$ cat src/rtl/coefld_pkg.sv
package coefld_pkg;

    // Fixed packing format of the coefficient bank
    localparam int unsigned TAP_W      = 12;
    localparam int unsigned TAP_CNT    = 7;
    localparam int unsigned SHORT_TAPS = 5;
    localparam int unsigned WORD_W     = 32;
    localparam int unsigned PAD_W      = WORD_W - 28;

    typedef logic [TAP_W-1:0]         tap_t;
    typedef tap_t [TAP_CNT-1:0]       phase_taps_t;
    typedef logic [WORD_W-1:0]        word_t;

    // Sub-bank select: the three packed words of one phase
    typedef enum logic [1:0] {
        SUB_0 = 2'd0,
        SUB_1 = 2'd1,
        SUB_2 = 2'd2
    } sub_bank_e;

    // Pack seven slots into the word chosen by the sub-bank select
    function automatic word_t pack_word(phase_taps_t s, sub_bank_e sel);
        word_t w;
        case (sel)
            SUB_0:   w = {{PAD_W{1'b0}}, s[0], s[1], s[2][11:8]};
            SUB_1:   w = {{PAD_W{1'b0}}, s[2][7:0], s[3], s[4][11:4]};
            SUB_2:   w = {{PAD_W{1'b0}}, s[4][3:0], s[5], s[6]};
            default: w = '0;
        endcase
        return w;
    endfunction

endpackage

$ cat src/rtl/coefld_seq.sv
module coefld_seq
    import coefld_pkg::*;
#(
    parameter int unsigned NUM_PHASES = 16
) (
    input  logic                          clk,
    input  logic                          rst_n,
    input  logic                          start_i,
    output logic                          load_o,
    output logic                          busy_o,
    output logic                          done_o,
    output logic [$clog2(NUM_PHASES)-1:0] phase_o,
    output sub_bank_e                     sub_o
);

    localparam int unsigned PH_W = $clog2(NUM_PHASES);
    localparam logic [PH_W-1:0] LAST_PHASE = PH_W'(NUM_PHASES - 1);

    typedef struct packed {
        logic            busy;
        logic            done;
        logic [PH_W-1:0] phase;
        sub_bank_e       sub;
    } seq_t;

    seq_t s_d, s_q;
    logic load_d;

    always_comb begin
        s_d      = s_q;
        s_d.done = 1'b0;
        load_d   = 1'b0;
        if (!s_q.busy) begin
            if (start_i) begin
                s_d.busy  = 1'b1;
                s_d.phase = '0;
                s_d.sub   = SUB_0;
                load_d    = 1'b1;
            end
        end else begin
            case (s_q.sub)
                SUB_0:   s_d.sub = SUB_1;
                SUB_1:   s_d.sub = SUB_2;
                default: begin
                    s_d.sub = SUB_0;
                    if (s_q.phase == LAST_PHASE) begin
                        s_d.busy = 1'b0;
                        s_d.done = 1'b1;
                    end else begin
                        s_d.phase = s_q.phase + 1'b1;
                    end
                end
            endcase
        end
    end

    always_ff @(posedge clk) begin
        if (!rst_n) begin
            s_q <= '{busy: 1'b0, done: 1'b0, phase: '0, sub: SUB_0};
        end else begin
            s_q <= s_d;
        end
    end

    assign load_o  = load_d;
    assign busy_o  = s_q.busy;
    assign done_o  = s_q.done;
    assign phase_o = s_q.phase;
    assign sub_o   = s_q.sub;

endmodule

$ cat src/rtl/coefld_store.sv
module coefld_store
    import coefld_pkg::*;
#(
    parameter int unsigned STORED = 9,
    parameter int unsigned ADDR_W = 12
) (
    input  logic                              clk,
    input  logic                              rst_n,
    input  logic                              load_i,
    input  logic [STORED*TAP_CNT*TAP_W-1:0]   coef_i,
    input  logic [ADDR_W-1:0]                 base_i,
    input  logic                              short_i,
    output logic [STORED*TAP_CNT*TAP_W-1:0]   coef_o,
    output logic [ADDR_W-1:0]                 base_o,
    output logic                              short_o
);

    localparam int unsigned COEF_BITS = STORED * TAP_CNT * TAP_W;

    typedef struct packed {
        logic [COEF_BITS-1:0] coef;
        logic [ADDR_W-1:0]    base;
        logic                 short_mode;
    } store_t;

    store_t r_d, r_q;

    always_comb begin
        r_d = r_q;
        if (load_i) begin
            r_d.coef       = coef_i;
            r_d.base       = base_i;
            r_d.short_mode = short_i;
        end
    end

    always_ff @(posedge clk) begin
        if (!rst_n) begin
            r_q <= '0;
        end else begin
            r_q <= r_d;
        end
    end

    assign coef_o  = r_q.coef;
    assign base_o  = r_q.base;
    assign short_o = r_q.short_mode;

endmodule

$ cat src/rtl/coefld_pack.sv
module coefld_pack
    import coefld_pkg::*;
#(
    parameter int unsigned NUM_PHASES = 16,
    parameter int unsigned STORED     = NUM_PHASES / 2 + 1
) (
    input  logic [STORED*TAP_CNT*TAP_W-1:0]   coef_i,
    input  logic                              short_i,
    input  logic [$clog2(NUM_PHASES)-1:0]     phase_i,
    input  sub_bank_e                         sub_i,
    output word_t                             data_o
);

    localparam int unsigned PH_W = $clog2(NUM_PHASES);
    localparam int unsigned HALF = NUM_PHASES / 2;
    localparam int unsigned TI_W = $clog2(TAP_CNT);

    phase_taps_t stored_q [STORED];

    // Slice the flat input into per-phase tap groups
    for (genvar gs = 0; gs < STORED; gs++) begin : g_phase
        for (genvar gt = 0; gt < TAP_CNT; gt++) begin : g_tap
            assign stored_q[gs][gt] = coef_i[(gs*TAP_CNT+gt)*TAP_W +: TAP_W];
        end
    end

    logic            mirror;
    logic [PH_W:0]   src_idx;
    phase_taps_t     cur;
    phase_taps_t     slot;
    logic [TI_W-1:0] tsel;

    always_comb begin
        mirror  = ({1'b0, phase_i} > (PH_W+1)'(HALF));
        src_idx = mirror ? ((PH_W+1)'(NUM_PHASES) - {1'b0, phase_i})
                         : {1'b0, phase_i};

        cur = '0;
        for (int i = 0; i < STORED; i++) begin
            if (src_idx == (PH_W+1)'(i)) begin
                cur = stored_q[i];
            end
        end

        slot = '0;
        tsel = '0;
        for (int j = 0; j < TAP_CNT; j++) begin
            if (short_i) begin
                if (j < SHORT_TAPS) begin
                    tsel    = mirror ? TI_W'(SHORT_TAPS - j) : TI_W'(j + 1);
                    slot[j] = cur[tsel];
                end else begin
                    slot[j] = '0;
                end
            end else begin
                tsel    = mirror ? TI_W'(TAP_CNT - 1 - j) : TI_W'(j);
                slot[j] = cur[tsel];
            end
        end

        data_o = pack_word(slot, sub_i);
    end

endmodule

$ cat src/rtl/coef_table_loader.sv
module coef_table_loader
    import coefld_pkg::*;
#(
    parameter int unsigned NUM_PHASES = 16,
    parameter int unsigned ADDR_W     = 12,
    parameter int unsigned STORED     = NUM_PHASES / 2 + 1
) (
    input  logic                              clk,
    input  logic                              rst_n,
    input  logic                              start_i,
    input  logic                              short_mode_i,
    input  logic [ADDR_W-1:0]                 base_addr_i,
    input  logic [STORED*TAP_CNT*TAP_W-1:0]   coef_i,
    output logic                              wr_en_o,
    output logic [ADDR_W-1:0]                 wr_addr_o,
    output logic [WORD_W-1:0]                 wr_data_o,
    output logic                              busy_o,
    output logic                              done_o
);

    localparam int unsigned PH_W        = $clog2(NUM_PHASES);
    localparam int unsigned COEF_BITS   = STORED * TAP_CNT * TAP_W;
    localparam int unsigned WORD_BYTES  = WORD_W / 8;
    localparam int unsigned BANK_STRIDE = NUM_PHASES * WORD_BYTES;

    logic                 load;
    logic                 busy;
    logic                 done;
    logic [PH_W-1:0]      phase;
    sub_bank_e            sub;
    logic [COEF_BITS-1:0] coef_q;
    logic [ADDR_W-1:0]    base_q;
    logic                 short_q;
    word_t                data;

    coefld_seq #(
        .NUM_PHASES (NUM_PHASES)
    ) u_seq (
        .clk     (clk),
        .rst_n   (rst_n),
        .start_i (start_i),
        .load_o  (load),
        .busy_o  (busy),
        .done_o  (done),
        .phase_o (phase),
        .sub_o   (sub)
    );

    coefld_store #(
        .STORED (STORED),
        .ADDR_W (ADDR_W)
    ) u_store (
        .clk     (clk),
        .rst_n   (rst_n),
        .load_i  (load),
        .coef_i  (coef_i),
        .base_i  (base_addr_i),
        .short_i (short_mode_i),
        .coef_o  (coef_q),
        .base_o  (base_q),
        .short_o (short_q)
    );

    coefld_pack #(
        .NUM_PHASES (NUM_PHASES),
        .STORED     (STORED)
    ) u_pack (
        .coef_i  (coef_q),
        .short_i (short_q),
        .phase_i (phase),
        .sub_i   (sub),
        .data_o  (data)
    );

    always_comb begin
        wr_addr_o = base_q
                  + ADDR_W'(ADDR_W'(sub) * ADDR_W'(BANK_STRIDE))
                  + ADDR_W'(ADDR_W'(phase) * ADDR_W'(WORD_BYTES));
        wr_data_o = busy ? data : '0;
    end

    assign wr_en_o = busy;
    assign busy_o  = busy;
    assign done_o  = done;

endmodule

$ cat config.mk
export PLATFORM = sky130hd
export DESIGN_NAME = coef_table_loader
export DESIGN_NICKNAME = d
export VERILOG_FILES = /design/src/rtl/coefld_pkg.sv /design/src/rtl/coefld_seq.sv /design/src/rtl/coefld_store.sv /design/src/rtl/coefld_pack.sv /design/src/rtl/coef_table_loader.sv
export SDC_FILE = /design/constraint.sdc
export NUM_CORES = 2
export LEC_CHECK = 0
export BUFFER_PORTS_ARGS = -buffer_cell sky130_fd_sc_hd__buf_2
export CAP_MARGIN = 20
export CELL_PAD_IN_SITES_DETAIL_PLACEMENT = 1
export CELL_PAD_IN_SITES_GLOBAL_PLACEMENT = 2
export CORE_ASPECT_RATIO = 0.5
export CORE_UTILIZATION = 25
export CTS_BUF_LIST = sky130_fd_sc_hd__clkbuf_4
export DETAILED_ROUTE_END_ITERATION = 8
export GPL_TIMING_DRIVEN = 0
export PLACE_DENSITY_LB_ADDON = 0.1
export RECOVER_POWER = 100
export SKIP_LAST_GASP = 1
export SLEW_MARGIN = 25
export SYNTH_ARGS = -nofsm -noshare
export SYNTH_HDL_FRONTEND = slang
export SYNTH_SLANG_ARGS = --single-unit
$ cat constraint.sdc
create_clock -name clk -period 4.37 [get_ports clk]
set_input_delay 0.437 -clock clk [delete_from_list [all_inputs] [get_ports clk]]
set_output_delay 0.437 -clock clk [all_outputs]
set_load 0.01 [all_outputs]
==> summary.md <==
| Metric | Value |
|---|---|
| Worst Path Required | 3.93 ns |
| FP Rows | 99 |
| Final #Nets | about 7500 |
| Area contributors post-synth | dfxtp_1 42%, nand2_1 17%, a21boi_0 16% |
| Async SR Flop Fraction | 0% |
| Die Y | 273 um |
| Number of fillers in the final layout | 17449 |
| Min cycle time layout | 5.77 ns |
| Detailed-route via count | 47056 |
| Area of the multi-input gates | 0.0228 sq mm |
| Sequential power share | 44.5% |
| Biggest area consumer among synthesized cells | dfxtp_1 |
| Worst-path clk slew | 0.08 ns |
| Final setup fails | 28 |
| CP arrival | 5.34 ns |
| Status | finished, violations left |
| Clock power share | 37.2% |
| DR pass1 iterations | 6 |
| Switch share | 32.6% |
| Clock skew | 0.0773 ns |
| Maximum capacitance violations | 0 |
| Final WS setup | -1.40 ns |
| Reg area | 0.0156 sq mm |
| Synth Cell Area | 0.0369 sq mm |
| Die width | between 500 and 600 um |
| Tightest Pin Transition | approximately 1.2 ns |
| Final Cycle Share | 132% |
| Finished Layout Cells | 8808 |
| Starting DRT DRC Count | 4410 |
| Synth Flop Type | dfxtp_1 |
| Netlist cell types | 91 |
| P&R area growth vs syn | 62.4% |
| Initial Util | 25.2% |
| Grt ovf | 0 |
| Worst Reg-to-Reg Cells | 7 |
| Post-route total power | 17800 uW |
| Syn_area_per_cell | 7.80 sq um |
| DRT antenna net count | 0 |
| Residual DRC | 0 |
| RSZ-0062 raised after global routing | true |
| Cell leakage power | around 0.023 uW |
| Die area | roughly 0.15 sq mm |
| Peak VDD IR | 0.181 mV |
| Initial antenna violation count | 15 |
| Number of I/O pins | 819 |
| Clock tree sinks | 777 |
| Failing checks | negative setup slack |
| Sw Pwr | ~5800 uW |
| Htree depth | 4 |
| WHS Path Cells | 4 |
| Crit Path Category | flip-flop to output port |
| GRT Util Overall | 39.9% |
| # port buffers | 813 |
| Vias in the first global route | between 40000 and 50000 |
| Drt total wl | 308000 um |
| Total placed cells including tap cells | 7532 |
| Yosys warning count | 0 |
| Core box area | 0.146 sq mm |
| First-pass GRT wire length | 405000 um |
| CTS tree | built |
| CP max FO | 5 |
| Num CTS Buffers | 201 |
| Power share of the combinational group | between 10% and 20% |
| Final Util | 41.0% |
| Post-synth EDFFs | 0 |
| Crit path capture type | output port |
| Internal power | 12000 uW |
| WL per Instance | 34.9 um |
| Count of pins over their slew limit | 0 |
| Seq/Total Area, Yosys | 42.2% |
| #FFs+latches synth | 777 |
| Skew-Pair Late Insertion Delay | 1.15 ns |
| Final setup TNS | -34.09 ns |
| Largest net degree at the start of global routing | 17 |
| Worst min-delay path class | primary input to flip-flop |
| HPWL after DPL | 242000 um |
| Power per cell area | ~300 mW/mm^2 |
| Synthesized instance count | 4722 |
| Maximum clock rate | 0.173 GHz |
| Synth cell count leaders | 1631 x nand2_1, 777 x dfxtp_1, 772 x a21boi_0 |
| Final Hold Fails | 0 |
| Fraction of layout cells with a size suffix above 1 | a little over a quarter |
| Worst hold slack | 0.0723 ns |
| Clock root buffer | clkbuf_4 |
| Top cell type's share of synthesized area | a little over two fifths |
| Most common cell in the netlist | nand2_1 |
| RePlAce Congestion | 1.00 |
| Clk buf depth | 4 |
| Vias per cell | about 5.3 |
| Slew headroom | 18.8% |
| CP startpoint kind | flip-flop |
-- through the flow --
stage / worst slack (ns) / instance area, sq um
final: -1.40 / 59900
after global routing: -1.43 / 59900
after global placement: -3.23 / 43400
after floorplan: 0.986 / 36900
after CTS: -1.48 / 58300
after detailed placement: -2.37 / 43900
-- repair_timing --
item	4_1_cts	5_1_grt
endpoints found under the hold margin	772	0
cloned	1	1
hold buffers	811	0
buffers inserted	83	48
setup endpoints to repair	28	28
pin swaps	106	110
resized for setup	679	192
-- sequential cells by signal (all words and copies together), names as in the netlist --
signal           flops
u_store.base_o      12
u_seq.sub_o          2
u_store.short_o      1
u_seq.busy_o         1
u_store.coef_o     756
u_seq.phase_o        4
u_seq.done_o         1
-- logic make-up (layout without fill, tap and decap cells) --
family / Yosys count / count (layout) / synth area share (%)
fa+ha+maj: 11 / 11 / 0.394
other cells: 1 / 14 / 0.0102
simple gates: 1893 / 1893 / 20.2
compound gates: 1571 / 1571 / 31.5
mux: 6 / 6 / 0.200
xor+xnor: 11 / 11 / 0.312
buf+inv: 452 / 2556 / 5.20
flops: 777 / 777 / 42.2
-- cells in the final DEF, fill, tap and decap left out, types with 29 or more instances in the layout --
cell / count
a211oi_4: 33
a21boi_0: 771
a21oi_1: 124
a21oi_4: 33
a221o_1: 37
a32oi_1: 29
buf_12: 31
buf_2: 808
buf_4: 142
buf_6: 70
clkbuf_1: 263
clkbuf_2: 40
clkbuf_4: 290
clkinv_1: 31
dfxtp_1: 774
dlygate4sd3_1: 811
nand2_1: 1625
nand3_1: 69
nor2_1: 85
o211ai_1: 36
o21ai_0: 80
o221ai_1: 29
-- layout make-up --
type,instances,area share (%)
multi-input cells,3496,38.1
flip-flops and latches,777,26.0
repair buffers,1782,23.2
plain buffers,434,4.42
well taps,1969,4.12
clock buffers,278,3.49
clock inverters,46,0.491
inverters,16,0.115
diodes,10,0.0418
-- layer usage --
metal / track usage [%] / part of all wire [%] / up-vias
met5: 0 / 0.0042 / -
met1: 54.0 / 44 / 24026
met2: 61.0 / 43 / 2129
met3: 11.9 / 9.6 / 430
li1: - / - / 20469
met4: 11.2 / 3.1 / 2
-- critical path: stages (launching register included) --
cell	delay, ns
dfxtp_4	0.36
buf_8	0.10
clkinvlp_4	0.13
ha_4	0.32
and4bb_2	0.27
o21ai_2	0.17
buf_6	0.15
and2_4	0.15
buf_8	0.13
a221oi_4	0.10
o211ai_1	0.96
a21boi_4	0.34
buf_12	0.14
a221oi_4	0.07
a221oi_4	0.56
buf_6	0.18
-- worst paths after layout --
| check | endpoint | start | slack (ns) |
|---|---|---|---|
| max | wr_data_o[17] | u_seq.phase_o[1] | -1.40 |
| min | u_store.coef_o[415] | coef_i[415] | 0.07 |
| max reg2reg | u_store.coef_o[674] | u_seq.busy_o | 0.16 |
| min reg2reg | u_store.coef_o[391] | u_store.coef_o[391] | 0.47 |
-- power by group through the flow --
stage	logic [uW]	clock network (uW)	registers, uW
final	3260	6620	7920
after global routing	3410	7030	7940
after global placement	2240	0	8030
after floorplan	995	0	7800
after CTS	3080	6670	7900
after detailed placement	2300	0	8040
(Power assumes the default switching activity.)
